$ cat config.mk
export PLATFORM = sky130hd
export DESIGN_NAME = edw_ladder_seq
export DESIGN_NICKNAME = d
export VERILOG_FILES = /design/src/rtl/edw_ladder_seq.sv
export SDC_FILE = /design/constraint.sdc
export NUM_CORES = 1
export LEC_CHECK = 0
export BUFFER_PORTS_ARGS = -buffer_cell sky130_fd_sc_hd__clkbuf_2
export CAP_MARGIN = 0
export CELL_PAD_IN_SITES_DETAIL_PLACEMENT = 0
export CELL_PAD_IN_SITES_GLOBAL_PLACEMENT = 1
export CORE_MARGIN = 3
export CORE_UTILIZATION = 34
export DETAILED_ROUTE_END_ITERATION = 7
export GPL_ROUTABILITY_DRIVEN = 0
export MAX_ROUTING_LAYER = met4
export PLACE_DENSITY_LB_ADDON = 0.12
export SLEW_MARGIN = 20
export SYNTH_ARGS = -nofsm -noshare
export SYNTH_HDL_FRONTEND = slang
export SYNTH_SLANG_ARGS = --single-unit
$ cat constraint.sdc
create_clock -name clk -period 4.1 [get_ports clk]
set_input_delay 0.41 -clock clk [delete_from_list [all_inputs] [get_ports clk]]
set_output_delay 0.41 -clock clk [all_outputs]
set_load 0.05 [all_outputs]
$ cat src/rtl/edw_ladder_seq.sv
module edw_ladder_seq #(
  parameter int KW = 256,
  parameter int WW = 32,
  parameter int SW = 6
) (
  input  logic          clk,
  input  logic          rst,
  input  logic          start,
  input  logic [KW-1:0] scalar,
  output logic          uop_valid,
  output logic [1:0]    uop_op,
  output logic          uop_src_bank,
  output logic [SW-1:0] uop_src_a,
  output logic [SW-1:0] uop_src_b,
  output logic          uop_dst_bank,
  output logic [SW-1:0] uop_dst,
  output logic          uop_mod,
  input  logic          uop_done,
  output logic          inv_call,
  input  logic          inv_ret,
  input  logic          x_lsb,
  input  logic [WW-1:0] y_msw,
  output logic [WW-1:0] y_msw_out,
  output logic          finished
);
  localparam int BW = $clog2(KW);
  localparam int UW = 3*SW + 5;

  localparam logic [1:0] OP_MOVE = 2'd0, OP_ADD = 2'd1, OP_SUB = 2'd2, OP_MUL = 2'd3;
  localparam logic LO = 1'b0, HI = 1'b1;

  localparam logic [SW-1:0] K0 = SW'(0), K1 = SW'(1), KGX = SW'(2), KGY = SW'(3), KGT = SW'(4);
  localparam logic [SW-1:0] P0 = SW'(8), P1 = SW'(12), PU = SW'(16), PV = SW'(20), PS = SW'(24), PT = SW'(28);
  localparam logic [SW-1:0] P0X = SW'(8), P0Y = SW'(9), P0Z = SW'(10);
  localparam logic [SW-1:0] UX = SW'(16), UY = SW'(17), UZ = SW'(18);
  localparam logic [SW-1:0] VX = SW'(20), VY = SW'(21), VZ = SW'(22), VT = SW'(23);
  localparam logic [SW-1:0] SX = SW'(24), SY = SW'(25), SZ = SW'(26), ST = SW'(27);
  localparam logic [SW-1:0] TX = SW'(28), TY = SW'(29), TZ = SW'(30), TT = SW'(31);
  localparam logic [SW-1:0] WA = SW'(32), WB = SW'(33), WC = SW'(34), WD = SW'(35), WE = SW'(36);
  localparam logic [SW-1:0] WF = SW'(37), WG = SW'(38), WH = SW'(39), WI = SW'(40), WJ = SW'(41);
  localparam logic [SW-1:0] INV_IN = SW'(48), INV_OUT = SW'(49);

  typedef enum logic [3:0] {
    S_IDLE, S_PREP, S_PICK, S_BODY, S_PLACE, S_PREINV, S_INV,
    S_POSTINV, S_REDUCE, S_SIGN, S_OUT, S_FIN
  } seg_t;

  seg_t          seg, nxt;
  logic [5:0]    idx;
  logic [BW-1:0] bitn;
  logic [KW-1:0] kreg, kmask;
  logic          kb, last;
  logic [UW-1:0] word;

  function automatic logic [UW-1:0] mk(input logic [1:0] op, input logic sb,
      input logic [SW-1:0] a, input logic [SW-1:0] b, input logic [SW-1:0] d, input logic m);
    return {op, sb, a, b, ~sb, d, m};
  endfunction

  function automatic logic [UW-1:0] mv(input logic sb, input logic [SW-1:0] a, input logic [SW-1:0] d);
    return mk(OP_MOVE, sb, a, a, d, 1'b0);
  endfunction

  function automatic logic [5:0] seg_len(input seg_t s);
    case (s)
      S_PREP, S_PICK: return 6'd8;
      S_BODY:         return 6'd34;
      S_PLACE:        return 6'd4;
      S_PREINV:       return 6'd2;
      S_POSTINV:      return 6'd3;
      S_REDUCE:       return 6'd2;
      default:        return 6'd1;
    endcase
  endfunction

  function automatic logic [UW-1:0] rom(input seg_t s, input logic [5:0] i, input logic b);
    logic [SW-1:0] c;
    c = SW'(i[1:0]);
    rom = '0;
    case (s)
      S_PREP: case (i[2:0])
        3'd0: rom = mv(HI, K0,  P0 + SW'(0));
        3'd1: rom = mv(HI, K1,  P0 + SW'(1));
        3'd2: rom = mv(HI, K1,  P0 + SW'(2));
        3'd3: rom = mv(HI, K0,  P0 + SW'(3));
        3'd4: rom = mv(HI, KGX, P1 + SW'(0));
        3'd5: rom = mv(HI, KGY, P1 + SW'(1));
        3'd6: rom = mv(HI, K1,  P1 + SW'(2));
        default: rom = mv(HI, KGT, P1 + SW'(3));
      endcase
      S_PICK:  rom = mv(LO, ((b ^ i[2]) ? P0 : P1) + c, (i[2] ? PV : PU) + c);
      S_BODY: case (i)
        6'd0:  rom = mk(OP_MUL, HI, UX, UX, WA, 1'b0);
        6'd1:  rom = mk(OP_MUL, HI, UY, UY, WB, 1'b0);
        6'd2:  rom = mk(OP_MUL, HI, UZ, UZ, WI, 1'b0);
        6'd3:  rom = mk(OP_ADD, LO, WI, WI, WC, 1'b0);
        6'd4:  rom = mk(OP_ADD, HI, UX, UY, WI, 1'b0);
        6'd5:  rom = mk(OP_MUL, LO, WI, WI, WD, 1'b0);
        6'd6:  rom = mk(OP_ADD, LO, WA, WB, WH, 1'b0);
        6'd7:  rom = mk(OP_SUB, HI, WH, WD, WE, 1'b0);
        6'd8:  rom = mk(OP_SUB, LO, WA, WB, WG, 1'b0);
        6'd9:  rom = mk(OP_ADD, HI, WC, WG, WF, 1'b0);
        6'd10: rom = mv(HI, WG, WG);
        6'd11: rom = mv(HI, WH, WH);
        6'd12: rom = mk(OP_MUL, LO, WE, WF, SX, 1'b0);
        6'd13: rom = mk(OP_MUL, LO, WG, WH, SY, 1'b0);
        6'd14: rom = mk(OP_MUL, LO, WE, WH, ST, 1'b0);
        6'd15: rom = mk(OP_MUL, LO, WF, WG, SZ, 1'b0);
        6'd16: rom = mk(OP_SUB, HI, SY, SX, WI, 1'b0);
        6'd17: rom = mk(OP_ADD, HI, VY, VX, WJ, 1'b0);
        6'd18: rom = mk(OP_MUL, LO, WI, WJ, WA, 1'b0);
        6'd19: rom = mk(OP_ADD, HI, SY, SX, WI, 1'b0);
        6'd20: rom = mk(OP_SUB, HI, VY, VX, WJ, 1'b0);
        6'd21: rom = mk(OP_MUL, LO, WI, WJ, WB, 1'b0);
        6'd22: rom = mk(OP_MUL, HI, SZ, VT, WI, 1'b0);
        6'd23: rom = mk(OP_ADD, LO, WI, WI, WC, 1'b0);
        6'd24: rom = mk(OP_MUL, HI, ST, VZ, WI, 1'b0);
        6'd25: rom = mk(OP_ADD, LO, WI, WI, WD, 1'b0);
        6'd26: rom = mk(OP_ADD, HI, WC, WD, WE, 1'b0);
        6'd27: rom = mk(OP_SUB, HI, WB, WA, WF, 1'b0);
        6'd28: rom = mk(OP_ADD, HI, WB, WA, WG, 1'b0);
        6'd29: rom = mk(OP_SUB, HI, WD, WC, WH, 1'b0);
        6'd30: rom = mk(OP_MUL, LO, WE, WF, TX, 1'b0);
        6'd31: rom = mk(OP_MUL, LO, WG, WH, TY, 1'b0);
        6'd32: rom = mk(OP_MUL, LO, WE, WH, TT, 1'b0);
        default: rom = mk(OP_MUL, LO, WF, WG, TZ, 1'b0);
      endcase
      S_PLACE:  rom = mv(HI, PT + c, (b ? P0 : P1) + c);
      S_PREINV: rom = i[0] ? mv(HI, P0Z, INV_IN) : mv(LO, P0Z, P0Z);
      S_POSTINV: case (i[1:0])
        2'd0:    rom = mv(HI, INV_OUT, INV_OUT);
        2'd1:    rom = mk(OP_MUL, LO, INV_OUT, P0X, P0X, 1'b0);
        default: rom = mk(OP_MUL, LO, INV_OUT, P0Y, P0Y, 1'b0);
      endcase
      S_REDUCE: rom = i[0] ? mk(OP_ADD, HI, P0Y, K0, P0Y, 1'b1) : mk(OP_ADD, HI, P0X, K0, P0X, 1'b1);
      S_SIGN:   rom = mv(LO, P0X, P0X);
      S_OUT:    rom = mv(LO, P0Y, P0Y);
      default:  rom = '0;
    endcase
  endfunction

  always_comb begin
    kmask = scalar;
    kmask[KW-1] = 1'b0;
    kmask[KW-2] = 1'b1;
  end

  assign kb   = kreg[bitn];
  assign last = (idx == seg_len(seg) - 6'd1);
  assign word = rom(seg, idx, kb);

  assign uop_valid = !(seg inside {S_IDLE, S_INV, S_FIN});
  assign {uop_op, uop_src_bank, uop_src_a, uop_src_b, uop_dst_bank, uop_dst, uop_mod} = word;
  assign inv_call = (seg == S_INV);
  assign finished = (seg == S_FIN);

  always_comb begin
    case (seg)
      S_PREP:    nxt = S_PICK;
      S_PICK:    nxt = S_BODY;
      S_BODY:    nxt = S_PLACE;
      S_PLACE:   nxt = (bitn == '0) ? S_PREINV : S_PICK;
      S_PREINV:  nxt = S_INV;
      S_POSTINV: nxt = S_REDUCE;
      S_REDUCE:  nxt = S_SIGN;
      S_SIGN:    nxt = S_OUT;
      S_OUT:     nxt = S_FIN;
      default:   nxt = S_IDLE;
    endcase
  end

  always_ff @(posedge clk) begin
    if (rst) begin
      seg       <= S_IDLE;
      idx       <= '0;
      bitn      <= '0;
      kreg      <= '0;
      y_msw_out <= '0;
    end else begin
      case (seg)
        S_IDLE: if (start) begin
          kreg <= kmask;
          bitn <= BW'(KW-1);
          idx  <= '0;
          seg  <= S_PREP;
        end
        S_INV: if (inv_ret) seg <= S_POSTINV;
        S_FIN: seg <= S_IDLE;
        default: if (uop_done) begin
          if (!last) idx <= idx + 6'd1;
          else begin
            idx <= '0;
            seg <= nxt;
            if (seg == S_PLACE && bitn != '0) bitn <= bitn - BW'(1);
            if (seg == S_REDUCE) y_msw_out <= y_msw | {x_lsb, {(WW-1){1'b0}}};
          end
        end
      endcase
    end
  end
endmodule

* Yosys cells after proc, flatten, opt, wreduce, memory -nomap -nowiden
Memory sizes are Yosys's and may differ from the RTL's. A register that Yosys moved wholly into a read port is not among the register bits.
Cells that the tools add are included.
** Storage, ports and cells
- Memories kept :: 1
- Bits in registers :: 305
- Bits in read-only memories :: 1408
- Bits of input ports :: 294
- Logic and storage cells :: 90
** Memories
- (no name shown) :: words 64, width 22, read ports 1, clocked after Yosys merged registers in 1, wr ports 0, RTL line 92 : S_BODY: case (i)
** Cells by class
- Eq/ne operators :: 21
- Reductions and logical operators :: 22
- Multiplexer cells :: 29
- Bitwise gates (word level) :: 4
- $lt $le $gt $ge :: 1
- Add/sub/neg operators :: 7
** Operators by type and width (count)
- 23-bit one-hot mux with 9 select lines :: 1
- 17-bit one-hot mux with 7 select lines :: 1
- 23-bit one-hot mux with 2 select lines :: 1
- 4-bit one-hot mux with 9 select lines :: 1
- 8-bit two-way mux :: 4
- 32-bit bitwise OR :: 1
- 6-bit two-way mux :: 5
- 6-bit one-hot mux with 5 select lines :: 1
- 21-bit two-way mux :: 1
- 4-bit by 3-bit equality test with 1-bit output, second input constant :: 4
- 4-bit equality test, second input constant :: 4
- 4-bit two-way mux :: 4
- 8-bit one-hot mux with 2 select lines :: 1
- 15-bit two-way mux :: 1
- 3-bit two-way mux :: 4
- 4-bit one-hot mux with 3 select lines :: 1
- 6-bit one-hot mux with 2 select lines :: 1
- 4-bit by 2-bit adder with 5-bit output :: 2
- 3-bit equality test, second input constant :: 3
- 8-bit by 9-bit < comparator with 1-bit output, second input constant :: 1
- 1-bit binary-select mux with 8-bit select :: 1
- 4-bit by 2-bit equality test with 1-bit output, second input constant :: 2
- 8-bit logical NOT :: 1
- 4-bit AND reduction :: 2
- 29 further kinds :: 36

* Longest topological paths before layout
Gate-level depths: netlist of run 1.
- Depth after elaboration :: 10
- Depth in mapped cells :: 20

* Worst setup path before layout of run 1
Ideal clock, no wire load.
- Path type :: register to register
- Start :: register seg[2]
- End :: register (tool-made name)
- Data required time :: 4004 ps
- Cell stages (with the launch flop) :: 17
- Setup slack :: -63 ps
- Arrival :: 4067 ps
- Period minus slack after synthesis :: 4163 ps
- Cell sequence :: dfxtp_1 -> buf_2 -> nor3_2 -> nand2_1 -> inv_2 -> a211oi_2 -> inv_1 -> ha_1 -> xnor2_1 -> or4_4 -> or4_4 -> nand2_1 -> nor2_1 -> ha_1 -> or3_1 -> o211a_1 -> o41ai_2
** RTL lines
- start, declared :: RTL line 48 : seg_t seg, nxt;
- start signal, assigned :: RTL line 193 : seg <= nxt;

==> flow_summary.json, run 1 <==
{
  "antenna_found_initial": 0,
  "htree_levels": 2,
  "cp_cell_sequence": "buf_4, nor2_1, inv_1, a21oi_1, ha_1, xnor2_1, xnor2_1, or4_4, buf_4, nor3_2, or4_1, a21o_1, inv_1, ha_1, inv_1, o211ai_1, o2111ai_1, o211ai_1, nand3_1",
  "fin_crit_sh_pct": 95.9,
  "hold_buffers": 0,
  "coreArea_sq_um": 44400,
  "via_count": 14500,
  "max_slew.worst_pin.slew_ps": 953,
  "avgViaCountPerCell": 5.08,
  "hold_viol": 0,
  "fin_crit_ps": 3930,
  "tns_ps": 0,
  "start_util_pct": 34.6,
  "insertion_delay_ps": 550,
  "dp_hpwl_mm": 36.7,
  "drcViolationCount": 0,
  "crit_top_cell": "inv_1",
  "start_kind": "flip-flop",
  "pwr-share-comb_pct": 41.3,
  "root_buffer": "clkbuf_16",
  "crit_type": "flip-flop to flip-flop",
  "report.final.setup_viol": 0,
  "synthArstFlopShare_pct": 0,
  "p_leak_nw": 7.85,
  "syn_area_sq_um": 15400,
  "relSlewSlack_pct": 36.0,
  "path_delay_family": "compound AO/OA/AOI/OAI gates",
  "ys_top_cells_by_area": "dfxtp_1 (42%), nand2_1 (15%), a21oi_1 (11%), mux4_2 (8.4%), clkbuf_1 (2.9%)",
  "power.internal_mw": 7.96,
  "antenna_left": 0,
  "netlist-cell-type-count": 80,
  "dieWidth_microns": 219,
  "cts.sinks": 325,
  "fmax_mhz": 254,
  "critPathArrivalTime_ps": 4350,
  "avgSynthCellArea_sq_um": 8.01,
  "rsz0062_at_grt": "no",
  "cts_buffers": 39,
  "grt_pass1_wl_mm": 80.3,
  "cts_tree": "yes",
  "n_fill_cell": 4642,
  "power_frac_seq_pct": 32.3,
  "ys_warn_count": 0,
  "crit_fanout": 17,
  "hold_class": "input port to flip-flop",
  "dr.pass1.iters": 5,
  "portBuffers": 349,
  "yosysTopAreaCellShare_pct": 42.4,
  "grt_pass1_vias": 14400,
  "pwr_density_cell_nw_per_um2": 667,
  "cts_buffer_depth": 3,
  "slew_violations": 0,
  "grt_usage_pct": 21.7,
  "switching_share_pct": 38.4,
  "syn_nets": 2228,
  "critical_path.startpoint": "seg[1]",
  "overflow": 0,
  "rows": 77,
  "power.share.clock_pct": 26.3,
  "cp_num_buf_inv": 5,
  "die_h_microns": 219,
  "synth_edf_count": 0,
  "grt_max_degree": 261,
  "setup_slack_ps": 168,
  "die_area_sq_um": 47700,
  "crit_required_ps": 4520,
  "p_switching_mw": 4.97,
  "final_net_count": 2546,
  "cp.depth": 19,
  "ys_ff_latch": 325,
  "seq_area_frac_synth_pct": 42.4,
  "netlist_instances": 1918,
  "wirelength_mm": 52.0,
  "clk_pin_slew_ps": 60,
  "r2r-start": "seg[1]",
  "seqCellArea_sq_um": 6520,
  "area_delta_synth_final_pct": 26.2,
  "multiInputGateArea_sq_um": 8190,
  "outcome": "finished, final reports clean",
  "drtIter0Drc": 1191,
  "drive_gt1_share_pct": 26.3,
  "synth_top_area_cell": "dfxtp_1",
  "reg2reg_depth": 19,
  "pre_cts_slack_ps": 183,
  "ios": 352,
  "drv_cap": 0,
  "skew_ps": 11.4,
  "endpoint_kind": "flip-flop",
  "wire_per_inst_microns": 18.2,
  "r2r_slack_ps": 170,
  "peakVddDrop_mv": 0.373,
  "slowest_delay_ps": 430,
  "cp_slowest_cell": "or4_1",
  "synth_ff_type": "dfxtp_1"
}
==> sequential cells by signal, indices dropped and copies added (netlist names), named ones only <==
signal and cells:
idx 6, kreg 255, bitn 8, seg 4, y_msw_out 32
==> cell usage in the layout (no fill, tap or decap), drive strengths merged, types with 5 or more instances in the layout <==
cell type  netlist  routed
a211oi          10      10
a21o            10      10
a21oi          338     338
a22oi            5       5
a31oi           10      10
buf             32      80
clkbuf         119     407
clkinv           2       7
dfxtp          325     325
ha              16      16
inv             26      27
mux2             9       9
mux2i           23      23
mux4            57      57
nand2          631     631
nand2b          11      11
nand3           24      24
nand4            6       6
nor2            45      45
nor2b           11      11
nor3            24      24
nor4            10      10
o211a            5       5
o211ai          18      18
o21ai           40      40
o22ai            7       7
o311ai           5       5
o31ai            7       7
or3              7       7
or4              8       8
xnor2           19      19
xor2             5       5
==> timing repair <==
action / CTS / global route
pin swaps: 0 / 0
buffers inserted: 11 / 1
setup endpoints to repair: 3 / 10
cloned: 0 / 1
resized for setup: 3 / 12
==> Yosys cell counts (9+ instances only) <==
master and n:
nor3_1 23, mux4_2 57, a21oi_1 338, ha_1 16, inv_1 21, mux2i_1 23
clkbuf_1 119, nor2b_1 11, buf_2 23, nor2_1 44, a21o_1 10, a31oi_1 10
nor4_1 9, dfxtp_1 325, o21ai_1 9, a211oi_1 9, o21ai_0 30, nand2b_1 10
o211ai_1 17, nand2_1 630, nand3_1 24, xnor2_1 19, mux2_2 9
==> layout make-up <==
| cell class | count | area share (%) |
|---|---|---|
| multi-input cells | 1414 | 42.3 |
| clock buffers | 59 | 6.15 |
| inverters | 28 | 0.555 |
| clock inverters | 8 | 0.368 |
| well taps | 592 | 3.82 |
| repair buffers | 428 | 13.2 |
| diodes | 1 | 0.0129 |
| flip-flops and latches | 325 | 33.7 |
==> worst reg2reg max path, stage by stage, from the launching register on <==
cell and delay, ps:
dfxtp_1 350, buf_4 210, nor2_1 160, inv_1 80, a21oi_1 180, ha_1 220
xnor2_1 140, xnor2_1 150, or4_4 150, buf_4 120, nor3_2 50, or4_1 430
a21o_1 250, inv_1 160, ha_1 300, inv_1 120, o211ai_1 180, o2111ai_1 140
o211ai_1 280, nand3_1 130
==> how the worst min path moves through the flow <==
stage                     start      endpoint  slack (ps)  depth (start not counted)
finish              scalar[113]     kreg[113]          80                          3
CTS                    y_msw[3]  y_msw_out[3]          40                          3
global placement      kreg[120]     kreg[120]         440                          2
global route        scalar[163]     kreg[163]          70                          3
floorplan               kreg[0]       kreg[0]         430                          2
detailed placement     kreg[38]      kreg[38]         440                          2
==> cells by family (layout without fill, tap and decap cells) <==
kind of cell	count (synthesis)	count (layout)	share of synthesized area, %
simple gates	798	798	21.7
compound gates	487	487	18.1
flops	325	325	42.4
buf+inv	179	523	4.65
mux	89	89	10.5
xor+xnor	24	24	1.37
fa+ha+maj	16	16	1.30
other cells	0	1	0
==> power by group through the flow <==
stage | sequential, mW | combinational (mW) | clock [mW]
final | 4.18 | 5.34 | 3.41
after global routing | 4.26 | 5.87 | 3.65
after CTS | 4.17 | 5.31 | 3.53
after detailed placement | 4.33 | 5.04 | 0
after global placement | 4.31 | 5.02 | 0
after floorplan | 3.98 | 3.63 | 0
==> per-stage QoR <==
step                utilization, %  instances  instance area [sq um]  power, mW  hold slack (ps)
finish                        43.6       2855                  19400       12.9             83.5
global route                  43.6       2854                  19400       13.8             66.7
CTS                           43.4       2851                  19300       13.0             44.7
detailed placement            40.2       2773                  17900       9.36              443
global placement              40.2       2773                  17900       9.33              439
floorplan                        -       1918                  15400       7.61              432
==> metal layers <==
metal / GRT usage (%) / wire [microns]
met1: 28.8 / 23900
met3: 3.64 / 2670
met4: 5.74 / 973
met5: - / 0
met2: 34.5 / 24500
Note: power is estimated with default switching activity, not from simulation.
==> run 2: changes to the inputs <==
- clock period: 4.1 -> 4.7 ns (I/O delays scaled with it)
==> run 2 against run 1 <==
Compared with the run above:
- largest cell class unchanged
- clock-buffer cell count decreased by 2
- core utilization decreased by 0.91 points
- sequential power down 11%
- first-iteration DRC count decreased by 13%
- setup slack better by 150 ps
- hold slack improved by 48 ps
- via count rose by 0.35%
- largest power group unchanged
- design area is 2.1% lower
- global-route usage decreased by 0.38 points
- clock power shrank 9.7%
==> flow_summary.json, run 2 (synthesized netlist as in run 1, its figures left out) <==
{
  "outcome": "finished, final reports clean",
  "wl_met1_mm": 23.7,
  "drcViolationCount": 0,
  "overflow": 0,
  "die_h_microns": 219,
  "endpoint_kind": "primary output",
  "cts_tree": "yes",
  "area_delta_synth_final_pct": 23.6,
  "fin_crit_ps": 4380,
  "drive_gt1_share_pct": 24.6,
  "critical_path.startpoint": "bitn[1]",
  "crit_fanout": 23,
  "skew_ps": 15.4,
  "antenna_found_initial": 5,
  "cts_buffer_depth": 3,
  "final_net_count": 2509,
  "coreArea_sq_um": 44400,
  "utilization_pct": 42.7,
  "dieWidth_microns": 219,
  "wl_met2_mm": 24.2,
  "grt_usage_pct": 21.4,
  "rows": 77,
  "tns_ps": 0,
  "ios": 352,
  "top_register": "kreg",
  "grt_pass1_wl_mm": 78.5,
  "drv_cap": 0,
  "cts_buffers": 39,
  "clk_pin_slew_ps": 60,
  "max_slew.worst_pin.slew_ps": 1060,
  "grt_pass1_vias": 14000,
  "via_count": 14600,
  "hold_viol": 0,
  "p_leak_nw": 7.64,
  "insertion_delay_ps": 560,
  "largest_reg_flops": 255,
  "fin_cells": 2823,
  "slew_violations": 0,
  "crit_required_ps": 4230,
  "power.total_mw": 11.0,
  "wl_met3_mm": 2.95,
  "portBuffers": 349,
  "report.final.setup_viol": 0,
  "wirelength_mm": 51.7,
  "peakVddDrop_mv": 0.390,
  "critPathArrivalTime_ps": 3910,
  "relSlewSlack_pct": 29.6,
  "final_common_cell": "nand2_1",
  "dr.pass1.iters": 6,
  "start_util_pct": 34.6,
  "root_buffer": "clkbuf_16",
  "avgViaCountPerCell": 5.16,
  "cts.sinks": 325,
  "routed.top_layer": "met4",
  "worstHoldStart": "scalar[84]",
  "rsz0062_at_grt": "no",
  "grt_max_degree": 191,
  "wire_per_inst_microns": 18.3,
  "drtIter0Drc": 1041,
  "htree_levels": 2,
  "fmax_mhz": 228,
  "dp.cells": 2748,
  "top_regs": "kreg x255, y_msw_out x32, bitn x8",
  "die_area_sq_um": 47700,
  "r2r-start": "seg[2]",
  "hold_class": "input port to flip-flop",
  "antenna_left": 0,
  "fin_crit_sh_pct": 93.2,
  "dp_hpwl_mm": 36.2,
  "start_kind": "flip-flop",
  "pwr_density_cell_nw_per_um2": 581,
  "hold_buffers": 0,
  "layout_common_cells": "nand2_1 (629), clkbuf_2 (348), a21oi_1 (338), dfxtp_1 (321), mux4_2 (57)",
  "crit_type": "flip-flop to primary output"
}
## run 2: path summary, 6_finish.rpt
path | to | slack (ps) | cells past startpoint
setup / recovery | uop_src_a[2] | 320 | 10
hold / removal | kreg[84] | 130 | 3
setup reg to reg | flip-flop | 430 | 15
hold reg to reg | kreg[145] | 450 | 2
## run 2: what timing repair did
item                                    CTS  global route
endpoints found under the setup margin    2             2
gates cloned                              0             0
resized for setup                         1             0
buffers inserted                          1             1
## run 2: power breakdown
| group | internal (mW) | leakage (nW) | switching [mW] |
|---|---|---|---|
| Sequential | 3.26 | 2.66 | 0.454 |
| Combinational | 1.60 | 4.33 | 2.63 |
| Clock | 1.89 | 0.648 | 1.19 |
| Total | 6.74 | 7.64 | 4.28 |
## run 2: worst max-delay path: stages, from the launching register on
cell and delay, ps:
dfxtp_4 680, buf_4 370, mux4_2 340, mux2_2 300
or3_1 310, o211ai_1 120, a22o_1 210, a32oi_1 240
xnor2_1 250, o211ai_1 230, clkbuf_2 310
## run 2: per-layer routing
layer,global-route usage [%],up-vias
met2,34.3,430
li1,-,7182
met5,-,-
met1,28.1,6874
met3,3.81,74
met4,4.94,0
## run 2: final cells by class
cell class	instances	area [sq um]
well taps	592	741
fillers	4623	25400
clock inverters	11	151
inverters	28	108
flip-flops and latches	325	6520
diodes	5	12.5
clock buffers	57	1170
multi-input cells	1414	8150
repair buffers	391	2130
## run 2: metrics by stage
step           setup slack [ps]  hold WS (ps)  instance area [sq um]
2_1_floorplan               537           432                  15400
3_3_place_gp                486           440                  17600
3_5_place_dp                494           445                  17600
4_1_cts                    50.7          99.8                  18900
5_1_grt                    93.1           124                  19000
6_report                    320           131                  19000
==> run 3: changes to the inputs <==
- clock period: 4.7 -> 3.7 ns (I/O delays scaled with it)
==> run 3 against run 2 <==
Compared with the run above:
- the run now ends with setup timing left
- clock-buffer cell count shrank 3
- global-route usage up 0.92 points
- critical path depth decreased by 1
- register-to-register slack got worse by 300 ps
- largest power group unchanged
- sequential cell count unchanged
- clock skew down 2.8 ps
- highest routed layer unchanged
- design area grew 5.1%
- sequential power rose by 23%
==> flow_summary.json, run 3 (synthesized netlist as in run 1, its figures left out) <==
{
  "antenna_found_initial": 5,
  "cts_buffer_depth": 3,
  "pwr_density_cell_nw_per_um2": 748,
  "relSlewSlack_pct": 26.5,
  "rsz0062_at_grt": "yes",
  "cts_tree": "yes",
  "insertion_delay_ps": 540,
  "area_delta_synth_final_pct": 29.9,
  "drtIter0Drc": 956,
  "crit_fanout": 5,
  "p_leak_nw": 8.09,
  "critPathArrivalTime_ps": 3390,
  "multiInputGateArea_sq_um": 8390,
  "cts.sinks": 325,
  "cts_buffers": 38,
  "dr.pass1.iters": 5,
  "fmax_mhz": 266,
  "drcViolationCount": 0,
  "wirelength_mm": 53.2,
  "hold_viol": 0,
  "coreArea_sq_um": 44400,
  "portBuffers": 349,
  "root_buffer": "clkbuf_16",
  "power.total_mw": 14.9,
  "crit_type": "flip-flop to primary output",
  "largest_reg_flops": 255,
  "final_common_cell": "nand2_1",
  "start_util_pct": 34.6,
  "n_fill_cell": 4595,
  "hold_class": "input port to flip-flop",
  "dieWidth_microns": 219,
  "final_cell_area_sq_um": 19900,
  "peakVddDrop_mv": 0.441,
  "fin_cells": 2895,
  "p_switching_mw": 5.72,
  "avgViaCountPerCell": 5.10,
  "wire_per_inst_microns": 18.4,
  "pwr-share-comb_pct": 44.0,
  "antenna_left": 0,
  "power.internal_mw": 9.19,
  "utilization_pct": 44.9,
  "final_net_count": 2584,
  "grt_usage_pct": 22.3,
  "setup_slack_ps": -64.3,
  "drv_cap": 0,
  "clk_pin_slew_ps": 60,
  "fin_crit_ps": 3760,
  "tns_ps": -108,
  "overflow": 0,
  "seqCellArea_sq_um": 6530,
  "grt_pass1_wl_mm": 81.7,
  "outcome": "finished with violations",
  "dp.cells": 2800,
  "top_register": "kreg",
  "grt_max_degree": 202,
  "crit_required_ps": 3330,
  "switching_share_pct": 38.4,
  "report.final.setup_viol": 2,
  "power.share.clock_pct": 25.3,
  "skew_ps": 12.5,
  "die_area_sq_um": 47700,
  "die_h_microns": 219,
  "slew_violations": 0,
  "violations": "setup timing",
  "fin_crit_sh_pct": 102,
  "dp_hpwl_mm": 37.7,
  "power_frac_seq_pct": 30.7,
  "start_kind": "flip-flop",
  "grt_pass1_vias": 14600,
  "endpoint_kind": "primary output",
  "htree_levels": 2,
  "via_count": 14800,
  "rows": 77,
  "layout_common_cells": "nand2_1 (627), clkbuf_2 (345), a21oi_1 (335), dfxtp_1 (317), buf_4 (97)",
  "placed_area_sq_um": 18100,
  "ios": 352,
  "max_slew.worst_pin.slew_ps": 1100,
  "top_regs": "kreg x255, y_msw_out x32, bitn x8",
  "drive_gt1_share_pct": 28.6
}
-- run 3: cell types whose count changed in the layout (fill, tap and decap cells not counted), moves of 4 or more --
cell / change
ha_4: +4
buf_6: +4
ha_1: -5
dfxtp_1: -4
o21ai_0: -4
buf_12: +10
mux2i_1: -4
buf_4: +59
-- run 3: through the flow --
step	hold slack, ps	worst slack [ps]
after floorplan	432	4.19
after global placement	439	11.6
after detailed placement	444	-43.4
after CTS	9.46	-108
after global routing	30.1	-172
final	47.1	-64.3
-- run 3: metal layers --
layer / vias to the layer above / global-route usage, % / routed length, microns
li1: 7320 / - / -
met1: 6953 / 29.4 / 24100
met2: 429 / 36.0 / 25100
met3: 72 / 3.23 / 2880
met4: 0 / 5.74 / 1160
met5: - / - / 0
-- run 3: critical path: stages, from the launching register on --
cell and delay [ps]:
dfxtp_4 390, buf_12 140, mux4_2 510, mux4_2 470, mux2_4 290, nand4_1 180
a32oi_4 200, xnor2_2 180, o211ai_1 260, clkbuf_8 240
-- run 3: power by group through the flow --
stage	Sequential (mW)	Clock [mW]	Combinational, mW
6_report	4.58	3.77	6.56
5_1_grt	4.67	4.01	7.16
4_1_cts	4.58	3.89	6.43
3_5_place_dp	4.74	0	5.87
3_3_place_gp	4.72	0	5.83
2_1_floorplan	4.42	0	4.07
-- run 3: cell type report --
cell class,instances,share of cell area [%]
Sequential cell,325,32.8
Multi-Input combinational cell,1414,42.1
Tap cell,592,3.71
Antenna cell,4,0.0502
Timing Repair Buffer,467,14.6
Clock buffer,54,5.52
Clock inverter,11,0.728
Inverter,28,0.577
-- run 3: what timing repair did --
action                                  4_1_cts  5_1_grt
endpoints found under the setup margin        7       20
pin swaps                                     7       20
resized for setup                            25       35
gates cloned                                  3        0
hold buffers                                  0        0
setup buffers                                19        5
-- run 3: path summary, 6_finish.rpt --
| path | from | cells after the start | endpoint | slack [ps] |
|---|---|---|---|---|
| max | bitn[1] | 9 | uop_src_a[2] | -60 |
| min | scalar[184] | 3 | kreg[184] | 50 |
| min reg2reg | kreg[3] | 2 | kreg[3] | 450 |
| max reg2reg | seg[1] | 11 | flip-flop | 130 |
